--- src/rtl/sdclk_pkg.sv ---
package sdclk_pkg;

  // write-port register selects
  localparam logic [1:0] SEL_CTRL = 2'd0;
  localparam logic [1:0] SEL_MODE = 2'd1;
  localparam logic [1:0] SEL_WAIT = 2'd2;

  // control-word fields the decode depends on
  localparam int EN_BIT  = 8;
  localparam int BYP_BIT = 15;

  // strobes from control to datapath
  typedef struct packed {
    logic loadCfg;   // capture requested settings
    logic cntClear;  // restart the phase counter
    logic cntInc;    // advance the phase counter
    logic toggle;    // flip the divided output level
  } dpCmd_t;

endpackage

--- src/rtl/sdclk_ctl.sv ---
module sdclk_ctl
  import sdclk_pkg::*;
#(
  parameter int CODE_W = 8,
  parameter int LOG_W  = 4
) (
  input  logic             clk,
  input  logic             rstN,
  input  logic             wrEn,
  input  logic [1:0]       wrSel,
  input  logic [15:0]      wrData,
  input  logic             dpHigh,
  input  logic             dpTerm,
  input  logic             dpBypass,
  output dpCmd_t           cmd,
  output logic             reqBypass,
  output logic             reqLive,
  output logic [LOG_W-1:0] reqLog
);

  localparam int MIN_LOG = 1;

  logic [15:0] ctrlReg;
  logic        modeReg;
  logic        waitReg;
  logic        run;

  always_ff @(posedge clk or negedge rstN) begin
    if (!rstN) begin
      ctrlReg <= '0;
      modeReg <= 1'b0;
      waitReg <= 1'b0;
    end else if (wrEn) begin
      case (wrSel)
        SEL_CTRL: ctrlReg <= wrData;
        SEL_MODE: modeReg <= wrData[0];
        SEL_WAIT: waitReg <= wrData[EN_BIT];
        default:  ;
      endcase
    end
  end

  assign run       = ctrlReg[EN_BIT] & waitReg;
  assign reqBypass = ctrlReg[BYP_BIT] & ~modeReg;
  assign reqLive   = reqBypass & run;

  // highest set code bit selects the half-period exponent
  always_comb begin
    reqLog = LOG_W'(MIN_LOG);
    for (int k = 0; k < CODE_W; k++) begin
      if (ctrlReg[k]) reqLog = LOG_W'(k + 2);
    end
  end

  always_comb begin
    cmd = '0;
    if (dpBypass) begin
      cmd.loadCfg  = 1'b1;
      cmd.cntClear = 1'b1;
    end else if (dpHigh) begin
      if (dpTerm) begin
        cmd.toggle   = 1'b1;
        cmd.cntClear = 1'b1;
      end else begin
        cmd.cntInc = 1'b1;
      end
    end else if (!run) begin
      cmd.loadCfg  = 1'b1;
      cmd.cntClear = 1'b1;
    end else if (dpTerm) begin
      cmd.loadCfg  = 1'b1;
      cmd.cntClear = 1'b1;
      cmd.toggle   = !reqBypass;
    end else begin
      cmd.cntInc = 1'b1;
    end
  end

  AST_STOPPED_STAYS_LOW: assert property (@(posedge clk) disable iff (!rstN)
    (!run && !dpHigh && !dpBypass) |=> !dpHigh);

  AST_NO_RISE_WITHOUT_RUN: assert property (@(posedge clk) disable iff (!rstN)
    (!run && !dpHigh) |=> !$rose(dpHigh));

endmodule

--- src/rtl/sdclk_dp.sv ---
module sdclk_dp
  import sdclk_pkg::*;
#(
  parameter int LOG_W = 4,
  parameter int CNT_W = 9
) (
  input  logic             clk,
  input  logic             rstN,
  input  dpCmd_t           cmd,
  input  logic             reqBypass,
  input  logic             reqLive,
  input  logic [LOG_W-1:0] reqLog,
  output logic             dpHigh,
  output logic             dpTerm,
  output logic             dpBypass,
  output logic             cardClk,
  output logic             shiftStb
);

  localparam int MIN_LOG = 1;

  logic [CNT_W-1:0] cnt;
  logic [LOG_W-1:0] activeLog;
  logic             activeBypass;
  logic             bypassLive;
  logic             divHigh;
  logic             gateLow;
  logic             strobeByp;
  logic [CNT_W:0]   halfLen;

  assign halfLen = (CNT_W + 1)'(1) << activeLog;
  assign dpTerm  = ({1'b0, cnt} == halfLen - 1'b1);

  always_ff @(posedge clk or negedge rstN) begin
    if (!rstN) begin
      cnt          <= '0;
      activeLog    <= LOG_W'(MIN_LOG);
      activeBypass <= 1'b0;
      bypassLive   <= 1'b0;
      divHigh      <= 1'b0;
    end else begin
      if (cmd.cntClear)    cnt <= '0;
      else if (cmd.cntInc) cnt <= cnt + 1'b1;
      if (cmd.loadCfg) begin
        activeLog    <= reqLog;
        activeBypass <= reqBypass;
        bypassLive   <= reqLive;
      end
      if (cmd.toggle) divHigh <= ~divHigh;
    end
  end

  // bypass gate moves only while the reference is low
  always_ff @(negedge clk or negedge rstN) begin
    if (!rstN) gateLow <= 1'b0;
    else       gateLow <= bypassLive;
  end

  always_ff @(posedge clk or negedge rstN) begin
    if (!rstN) strobeByp <= 1'b0;
    else       strobeByp <= gateLow;
  end

  assign cardClk  = divHigh | (clk & gateLow);
  assign shiftStb = (divHigh && cnt == '0) | strobeByp;
  assign dpHigh   = divHigh;
  assign dpBypass = activeBypass;

  AST_CFG_FROZEN_HIGH: assert property (@(posedge clk) disable iff (!rstN)
    (divHigh && $past(divHigh)) |-> $stable(activeLog));

  AST_BYPASS_NO_DIV: assert property (@(posedge clk) disable iff (!rstN)
    activeBypass |-> !divHigh);

  AST_STB_ON_RISE: assert property (@(posedge clk) disable iff (!rstN)
    $rose(divHigh) |-> shiftStb);

  AST_STB_SINGLE: assert property (@(posedge clk) disable iff (!rstN)
    (shiftStb && !activeBypass && !strobeByp) |=> !shiftStb);

  AST_CNT_BOUND: assert property (@(posedge clk) disable iff (!rstN)
    ({1'b0, cnt} < halfLen));

endmodule

--- src/rtl/sdclk_div.sv ---
module sdclk_div
  import sdclk_pkg::*;
#(
  parameter int CODE_W = 8
) (
  input  logic        clk,
  input  logic        rstN,
  input  logic        wrEn,
  input  logic [1:0]  wrSel,
  input  logic [15:0] wrData,
  output logic        cardClk,
  output logic        shiftStb
);

  localparam int MAX_LOG = CODE_W + 1;
  localparam int CNT_W   = MAX_LOG;
  localparam int LOG_W   = $clog2(MAX_LOG + 1);

  dpCmd_t           cmd;
  logic             dpHigh;
  logic             dpTerm;
  logic             dpBypass;
  logic             reqBypass;
  logic             reqLive;
  logic [LOG_W-1:0] reqLog;

  sdclk_ctl #(.CODE_W(CODE_W), .LOG_W(LOG_W)) ctl_i (
    .clk(clk), .rstN(rstN), .wrEn(wrEn), .wrSel(wrSel), .wrData(wrData),
    .dpHigh(dpHigh), .dpTerm(dpTerm), .dpBypass(dpBypass), .cmd(cmd),
    .reqBypass(reqBypass), .reqLive(reqLive), .reqLog(reqLog)
  );

  sdclk_dp #(.LOG_W(LOG_W), .CNT_W(CNT_W)) dp_i (
    .clk(clk), .rstN(rstN), .cmd(cmd), .reqBypass(reqBypass),
    .reqLive(reqLive), .reqLog(reqLog), .dpHigh(dpHigh), .dpTerm(dpTerm),
    .dpBypass(dpBypass), .cardClk(cardClk), .shiftStb(shiftStb)
  );

endmodule

--- config.mk ---
export PLATFORM = sky130hd
export DESIGN_NAME = sdclk_div
export DESIGN_NICKNAME = d
export VERILOG_FILES = /design/src/rtl/sdclk_pkg.sv /design/src/rtl/sdclk_ctl.sv /design/src/rtl/sdclk_dp.sv /design/src/rtl/sdclk_div.sv
export SDC_FILE = /design/constraint.sdc
export NUM_CORES = 1
export LEC_CHECK = 0
export BUFFER_PORTS_ARGS = -buffer_cell sky130_fd_sc_hd__buf_2
export CORE_AREA = 2 2 69 71
export CTS_CLUSTER_SIZE = 24
export DETAILED_ROUTE_END_ITERATION = 8
export DIE_AREA = 0 0 71 73
export GPL_TIMING_DRIVEN = 0
export RECOVER_POWER = 25
export SLEW_MARGIN = 20
export SYNTH_ARGS = -nofsm -noshare
export SYNTH_HDL_FRONTEND = slang
export SYNTH_HIERARCHICAL = 1
export SYNTH_SLANG_ARGS = --single-unit
--- constraint.sdc ---
create_clock -name clk -period 10.3 [get_ports clk]
set_clock_uncertainty 0.15 [all_clocks]
set_input_delay 1.03 -clock clk [delete_from_list [all_inputs] [get_ports clk]]
set_output_delay 1.03 -clock clk [all_outputs]
set_load 0.05 [all_outputs]
==> run metrics, run 1 <==
hold depth=1; DR vias=between 1,000 and 1,500; Synth Area in Compound Gates=0.1315; antenna violations before repair=0; most common cell after layout, fill and taps aside=dfrtp_1; Synthesized Nets=~200; worst-margin pin slew=about 1600 ps; Clk pwr share=0.347; number of library cell types mapped by synthesis=between 40 and 50; Synth Cell Area=~1800 um2; largest stage delay on the critical path=400 ps; post-DP HPWL=approximately 2400 um; Clk pin slew, worst setup/hold paths=60 ps; Arr. time, crit path=6310 ps; final number of setup-violating endpoints=0; Seq/Total Area, Yosys=0.4271; largest net degree at the start of global routing=31; RSZ-0062 raised after global routing=false; TritonRoute pass-1 iters=4; Vias per Instance=between 5 and 6; DRC Markers=0; drt total wl=around 3300 um; routability congestion estimate=approximately 0.85; WHS Endpoint=dp_i/bypassLive; Psw=about 130 uW; reg2reg start=dp_i/bypassLive; Pint=about 290 uW; worst r2r path cells=0; min-delay src=dp_i/bypassLive; Reg power frac=0.352; Synth Area in Simple Gates=0.1855; nets=roughly 230; worst-path cell with the longest stage delay=dfrtn_1; leading cell types in the layout, fill and taps excluded=dfrtp_1, nor2_1, buf_2; Power per Cell Area=~210 nW/um2; largest family of logic cells by synthesized area=simple AND/OR/NAND/NOR gates; P&R area growth vs syn=16.70%; Sw Share=0.3139; Rows=25; total chip power=about 420 uW; ANT nets after route=0; DIE AREA=between 5000 and 6000 um2; first-pass GRT wire length=between 5000 and 6000 um; r2r endpoint=dp_i/gateLow; Yosys reg bits=30; Post-synth EDFFs=0; Crit Path Category=reg -> out; clock insertion delay at the later pin of the skew report=just over 400 ps; Die H=around 73 um; ANT cells=0; CP cell instances=a21o_1 > buf_2; hold_buf cts=0; Setup Buffers After CTS=0; Hold Path Class=reg -> reg; CP Capture Type=output pin; Mapped Cells=roughly 180; CTS tree=done; most common flop cell mapped by yosys=dfrtp_1; failing checks=max-capacitance violations, max-slew violations; status=finished with violations; Hold Fails Final Rpt=0; Die X=a little over 70 um; crit start category=register; count of cells resized by post-cts repair=0; share of cells above drive strength 1=0.2673; Ports=23; mux contribution to synthesized area=0.1009; max_slew headroom=-0.05453; Overall Global Routing Usage=0.1488; Leak=about 0.96 nW; number of global-route vias before repair=1,333; fillers=around 430; Comb pwr share=0.301; Post-Synth XOR/XNOR Area=0.06965; PortBufs=16; Req. time, crit path=around 9100 ps; grt ovf=0; core area=4536 um2; ys async rst share=1.000; synthesis warning total=6; final max-slew violation count=31; area share of fa/ha/maj cells after synthesis=0.02132; Peak VDD IR=just over 0.1 mV; synthesized area per cell=approximately 10 um2; setup TNS=0 ps; Worst Path Max Fanout=2; Initial DRC Count=between 90 and 100; WL/cell=between 10 and 15 um; max cap viols=1; Initial Utilization=0.3881; setup slack, reg-to-reg=4500 ps
cells in the mapped netlist (2+ instances only):
cell type | number | area share
a21o_1 | 2 | 0.0085
a21oi_1 | 9 | 0.026
and3_1 | 3 | 0.011
and4_1 | 2 | 0.010
buf_2 | 3 | 0.0085
buf_6 | 2 | 0.013
clkbuf_1 | 4 | 0.0085
dfrtp_1 | 28 | 0.40
ha_1 | 3 | 0.021
inv_1 | 9 | 0.019
mux2_2 | 14 | 0.090
mux2i_1 | 2 | 0.011
nand2_1 | 8 | 0.017
nand2b_1 | 2 | 0.0071
nand3b_1 | 2 | 0.0085
nand4_1 | 5 | 0.018
nor2_1 | 18 | 0.038
nor2b_1 | 3 | 0.011
nor4_1 | 3 | 0.011
o211a_1 | 2 | 0.011
o21ai_0 | 9 | 0.026
o22ai_1 | 3 | 0.011
xnor2_1 | 4 | 0.020
xor2_1 | 10 | 0.050
final cells by class:
cell class / instances / area [um2] / share of cell area
buffer: 11 / 75.07 / 0.03654
timing repair buffer: 15 / 73.82 / 0.03593
tap: 54 / 67.56 / 0.03289
sequential: 30 / 752.0 / 0.3660
clock inverter: 1 / 30.03 / 0.01462
clock buffer: 11 / 122.6 / 0.05968
multi-input combinational: 124 / 895.9 / 0.4361
inverter: 10 / 37.54 / 0.01827
critical path: cells and delay by family (launching register included):
kind,cells,cell delay [ps]
compound gates,1,100
buf+inv,1,250
flops,1,400
per-layer routing:
layer,global-route usage,share of wire,up-vias
met5,0,0,-
met4,0.1069,0.026,0
met3,0.05387,0.037,8
met2,0.2264,0.46,21
met1,0.1739,0.48,615
li1,-,-,669
cells by family (layout without fill, tap and decap cells):
| family | count (synthesis) | after routing |
|---|---|---|
| adder cells (fa/ha/maj) | 3 | 3 |
| AO/OA/AOI/OAI | 34 | 34 |
| multiplexers | 16 | 16 |
| AND/OR/NAND/NOR | 57 | 57 |
| flip-flops | 30 | 30 |
| buffers and inverters | 21 | 48 |
| XOR/XNOR | 14 | 14 |
through the flow:
| step | std cells | hold slack (ps) | setup slack [ps] | instance area, um2 | utilization |
|---|---|---|---|---|---|
| detailed placement | 245 | 349.1 | 3245 | 1908 | 0.4207 |
| global route | 256 | 374.4 | 2748 | 2054 | 0.4530 |
| finish | 256 | 359.0 | 2805 | 2054 | 0.4530 |
| CTS | 256 | 362.8 | 2789 | 2056 | 0.4532 |
| global placement | 245 | 335.4 | 3254 | 1908 | 0.4207 |
| floorplan | 175 | 322.7 | 3212 | 1760 | - |
flip-flops by register name (all words and copies together), names as in the netlist:
signal           flops
dp_i/activeLog       4
ctl_i/waitReg        1
dp_i/cnt             9
ctl_i/ctrlReg       10
dp_i/dpBypass        1
dp_i/gateLow         1
dp_i/strobeByp       1
ctl_i/modeReg        1
dp_i/bypassLive      1
dp_i/dpHigh          1
worst max-delay path by stage:
stage                 startpoint  endpoint  slack [ps]  cells past startpoint
floorplan           dp_i/gateLow   cardClk        3210                      1
global placement    dp_i/gateLow   cardClk        3250                      2
detailed placement  dp_i/gateLow   cardClk        3240                      2
finish              dp_i/gateLow   cardClk        2810                      2
global route        dp_i/gateLow   cardClk        2750                      2
CTS                 dp_i/gateLow   cardClk        2790                      2
power by group through the flow:
stage               registers [mW]  clock network (mW)  logic, mW
finish                       0.149               0.147      0.127
global route                 0.151               0.159      0.142
CTS                          0.149               0.152      0.128
detailed placement           0.151             0.00239      0.127
global placement             0.151             0.00239      0.127
floorplan                    0.147             0.00208      0.102
Note: power is estimated with default switching activity, not from simulation.
==> run 2, diff against run 1 <==
--- a/config.mk
+++ b/config.mk
@@ -5,11 +5,12 @@
 export SDC_FILE = /design/constraint.sdc
 export NUM_CORES = 1
 export LEC_CHECK = 0
+export ABC_AREA = 1
 export BUFFER_PORTS_ARGS = -buffer_cell sky130_fd_sc_hd__buf_2
-export CORE_AREA = 2 2 69 71
+export CORE_AREA = 2 2 68 70
 export CTS_CLUSTER_SIZE = 24
 export DETAILED_ROUTE_END_ITERATION = 8
-export DIE_AREA = 0 0 71 73
+export DIE_AREA = 0 0 70 72
 export GPL_TIMING_DRIVEN = 0
 export RECOVER_POWER = 25
 export SLEW_MARGIN = 20
==> constraint.sdc (replaced) <==
create_clock -name clk -period 7.3 [get_ports clk]
set_clock_uncertainty 0.15 [all_clocks]
set_input_delay 0.73 -clock clk [delete_from_list [all_inputs] [get_ports clk]]
set_output_delay 0.73 -clock clk [all_outputs]
set_load 0.05 [all_outputs]
==> run metrics, run 2 <==
status=finished with violations; failing checks=max-capacitance violations, max-slew violations; RSZ-0062 raised after global routing=false; Die X=approximately 70 um; largest net degree at the start of global routing=31; Initial Utilization=0.4055; Worst Path Max Fanout=2; hold_buf cts=0; routability congestion estimate=about 0.84; hold depth=2; Yosys reg bits=30; drt total wl=about 3200 um; most common cell after layout, fill and taps aside=nand2_1; most numerous cell in the Yosys netlist=nand2_1; antenna violations before repair=0; most frequent cells after synthesis=nand2_1, inv_1, dfrtp_1, nor2_1, nand3_1; worst r2r path cells=0; final max-slew violation count=31; reg2reg start=dp_i/bypassLive; Req. time, crit path=roughly 6400 ps; grt ovf=0; worst-margin pin slew=~1600 ps; PortBufs=16; worst-path cell with the longest stage delay=dfrtn_1; WL/cell=around 11 um; Ports=23; DR vias=1,452; Setup Buffers After CTS=0; Power per Cell Area=249.1 nW/um2; dominant cell type by area after synthesis=dfrtp_1; final number of setup-violating endpoints=0; Synthesized Nets=approximately 250; max cap viols=1; number of global-route vias before repair=roughly 1,500; Overall Global Routing Usage=0.1588; ANT cells=0; DIE AREA=5040 um2; Hold Path Class=reg -> reg; Top reg by flops=ctl_i/ctrlReg; CP Capture Type=output pin; crit start category=register; ys async rst share=1.000; Post-synth EDFFs=0; Initial DRC Count=58; P&R area growth vs syn=16.86%; setup TNS=0 ps; max_slew headroom=-0.06472; Leak=around 1.0 nW; count of cells resized by post-cts repair=0; area fraction of the dominant cell type after synthesis=0.4052; CTS tree=done; fillers=between 400 and 500; number of library cell types mapped by synthesis=29; synthesized area per cell=about 7.7 um2; Rows=24; setup slack, reg-to-reg=approximately 3000 ps; ANT nets after route=0; largest registers=ctl_i/ctrlReg: 10 flops, dp_i/cnt: 9 flops, dp_i/activeLog: 4 flops; Largest register FFs=10; share of cells above drive strength 1=0.1992; Mapped Cells=~220; synthesis warning total=6; post-DP HPWL=between 2000 and 2500 um; Crit Path Category=reg -> out; largest stage delay on the critical path=around 410 ps; Synth Cell Area=1729 um2; r2r endpoint=dp_i/gateLow; Die H=between 70 and 80 um; Multi-input gate area=~810 um2; core area=between 4000 and 5000 um2; min-delay src=ctl_i/ctrlReg[15]; Peak VDD IR=0.1174 mV; most common flop cell mapped by yosys=dfrtp_1; first-pass GRT wire length=between 6000 and 7000 um; Vias per Instance=4.792; DRC Markers=0; Seq/Total Area, Yosys=0.4349; CP cell instances=a21o_1 > buf_2; Crit. Startpoint=dp_i/gateLow; Clk pin slew, worst setup/hold paths=around 60 ps; nets=approximately 270; Hold Fails Final Rpt=0; Arr. time, crit path=approximately 4800 ps; clock insertion delay at the later pin of the skew report=~400 ps; final core utilization=0.4739; WHS Endpoint=ctl_i/ctrlReg[15]; Register Area=~750 um2; TritonRoute pass-1 iters=4; Area contributors post-synth=dfrtp_1, nand2_1, inv_1; leading cell types in the layout, fill and taps excluded=nand2_1, inv_1, dfrtp_1
## run 2: critical path: cells and delay by family (launching register included)
kind | cells | cell delay, ps
buffers and inverters | 1 | 250
flip-flops | 1 | 410
AO/OA/AOI/OAI | 1 | 100
## run 2: worst max path at each step
stage | endpoint | slack (ps) | cells past startpoint
after global placement | cardClk | 2040 | 2
after CTS | cardClk | 1590 | 2
final | cardClk | 1600 | 2
after global routing | cardClk | 1570 | 2
after floorplan | cardClk | 2010 | 1
after detailed placement | cardClk | 2040 | 2
## run 2: cell type report
cell class	count	area share
plain buffers	3	0.01300
clock buffers	11	0.06068
clock inverters	1	0.01486
inverters	38	0.07059
multi-input cells	153	0.4000
flip-flops and latches	30	0.3721
well taps	52	0.03220
repair buffers	15	0.03653
## run 2: cells by family (layout without fill, tap and decap cells)
group,Yosys count,after routing,synth area share
AOI/OAI and AO/OA,40,40,0.1440
xor gates and xnor gates,6,6,0.03039
adders and majority gates,3,3,0.02171
buffers and inverters,41,68,0.09768
DFF,30,30,0.4349
muxes,3,3,0.01954
and+or+nand+nor,101,101,0.2518
## run 2: metal layers
metal  global-route usage  up-vias  routed length (um)
met5                    0        -                   0
met4              0.09402        0                  82
met3              0.05417        7                 110
met2               0.2519       22                1406
met1               0.1886      656                1644
li1                     -      767                   -
## run 2: where the power goes
part           internal (mW)  switching (mW)  leakage (nW)
sequential             0.186          0.0151         0.379
clock                  0.137          0.0675        0.0906
combinational         0.0386          0.0596         0.552
## run 2: through the flow
step           hold slack (ps)  cells  setup WS [ps]  instance area (um2)  total power [mW]
3_3_place_gp             316.4    292           2039                 1874            0.3035
2_1_floorplan            284.4    224           2012                 1729            0.2796
3_5_place_dp             323.8    292           2043                 1874            0.3051
5_1_grt                  378.4    303           1570                 2021            0.5422
6_report                 335.8    303           1600                 2021            0.5034
4_1_cts                  243.1    303           1590                 2022            0.5123
==> run 3, diff against run 2 <==
==> constraint.sdc (replaced) <==
create_clock -name clk -period 4.7 [get_ports clk]
set_clock_uncertainty 0.15 [all_clocks]
set_input_delay 0.47 -clock clk [delete_from_list [all_inputs] [get_ports clk]]
set_output_delay 0.47 -clock clk [all_outputs]
set_load 0.05 [all_outputs]
==> run metrics, run 3 (synthesis results as in run 2) <==
Hold Fails Final Rpt=0; TritonRoute pass-1 iters=4; Initial Utilization=0.4055; RSZ-0062 raised after global routing=false; Hold Path Class=in -> reg; min-delay src=wrData[1]; Peak VDD IR=between 0.15 and 0.2 mV; setup TNS=0 ps; ANT nets after route=0; most common cell after layout, fill and taps aside=nand2_1; Die H=around 72 um; WHS Endpoint=ctl_i/ctrlReg[1]; status=finished, final reports clean; clock insertion delay at the later pin of the skew report=around 400 ps; worst-margin pin slew=668.5 ps; reg2reg start=dp_i/activeLog[3]; max_slew headroom=0.5543; largest net degree at the start of global routing=31; Power per Cell Area=about 390 nW/um2; Leak=around 1.0 nW; Worst Path Max Fanout=2; Arr. time, crit path=about 3500 ps; DIE AREA=5040 um2; P&R area growth vs syn=16.35%; grt ovf=0; worst slack, placed=about 1000 ps; setup slack, reg-to-reg=1690 ps; Largest register FFs=10; Vias per Instance=between 4 and 5; Die X=~70 um; Req. time, crit path=4080 ps; Buf/Inv on CP=1; hold_buf cts=1; core area=between 4000 and 5000 um2; Setup Buffers After CTS=0; nets=around 280; PortBufs=16; routability congestion estimate=0.8384; share of cells above drive strength 1=0.1905; Overall Global Routing Usage=0.1597; Clk pin slew, worst setup/hold paths=~60 ps; Initial DRC Count=between 50 and 60; r2r endpoint=dp_i/cnt[7]; ANT cells=0; drt total wl=between 3000 and 4000 um; final number of setup-violating endpoints=0; WL/cell=between 10 and 15 um; crit start category=register; Ports=23; worst-path cell with the longest stage delay=dfrtn_1; Worst path top cell family by delay=flip-flops; final core utilization=0.4718; count of cells resized by post-cts repair=0; final max-slew violation count=0; Top reg by flops=ctl_i/ctrlReg; number of global-route vias before repair=between 1,500 and 2,000; Setup WS post-layout=approximately 560 ps; largest stage delay on the critical path=~410 ps; max cap viols=0; Crit Path Category=reg -> out; antenna violations before repair=0; post-DP HPWL=2423 um; CTS tree=done; hold depth=3; largest registers=ctl_i/ctrlReg: 10 flops, dp_i/cnt: 9 flops, dp_i/activeLog: 4 flops; worst r2r path cells=17; first-pass GRT wire length=roughly 6200 um; CP Capture Type=output pin; leading cell types in the layout, fill and taps excluded=nand2_1, inv_1, dfrtp_1; CP cell instances=a21o_1 > buf_2; DR vias=approximately 1,500; Rows=24; DRC Markers=0
-- run 3: changes by cell type in the layout (fill, tap and decap cells not counted), sizes merged --
| cell | previous run | this run |
|---|---|---|
| dlygate4sd3 | 0 | 1 |
-- run 3: worst max path at each step --
| stage | from | end | cells past startpoint |
|---|---|---|---|
| 6_report | dp_i/gateLow | cardClk | 2 |
| 5_1_grt | dp_i/gateLow | cardClk | 2 |
| 4_1_cts | dp_i/gateLow | cardClk | 2 |
| 3_5_place_dp | dp_i/gateLow | cardClk | 2 |
| 3_3_place_gp | dp_i/gateLow | cardClk | 2 |
| 2_1_floorplan | dp_i/gateLow | cardClk | 1 |
-- run 3: layout make-up --
cell class              instances  area, um2
flip-flops and latches         30      752.0
plain buffers                   3      18.77
clock inverters                 1      30.03
fillers                       446       2252
well taps                      52      65.06
multi-input cells             153      795.8
repair buffers                 16      85.08
clock buffers                  11      122.6
inverters                      38      142.6
-- run 3: worst reg2reg max path: stages, from the launching register on --
cell and delay (ps):
dfrtp_1 470, nor2_2 260, nand3_1 110, ha_1 300, xor2_1 140, nand4_1 100, nor2_1 100, nand3_1 70
nor2_1 190, a21oi_1 60, nand2_1 120, inv_1 80, nor2_1 230, nor2_1 120, nand3_1 130, nor2_1 80
a21oi_1 120, nor2_1 60
-- run 3: report_power, final --
group	internal (mW)	total, mW	switching (mW)
clock	0.213	0.317	0.104
sequential	0.288	0.312	0.0235
combinational	0.0593	0.151	0.0915
total	0.560	0.780	0.219
-- run 3: metrics by stage --
| stage | total power [mW] | std cells | hold WS (ps) | cell area, um2 |
|---|---|---|---|---|
| after CTS | 0.7963 | 304 | 158.7 | 2032 |
| after global placement | 0.4714 | 292 | 316.4 | 1874 |
| after floorplan | 0.4343 | 224 | 24.41 | 1729 |
| after detailed placement | 0.4739 | 292 | 323.8 | 1874 |
| final | 0.7797 | 304 | 168.0 | 2012 |
| after global routing | 0.8404 | 304 | 157.9 | 2012 |
-- run 3: metal layers --
layer	part of all wire	track usage	wire length [um]	vias to the layer above
met2	0.43	0.2540	1413	18
met4	0.025	0.09402	83	0
met1	0.51	0.1895	1676	658
met3	0.025	0.05417	81	6
li1	-	-	-	768
met5	0	0	0	-
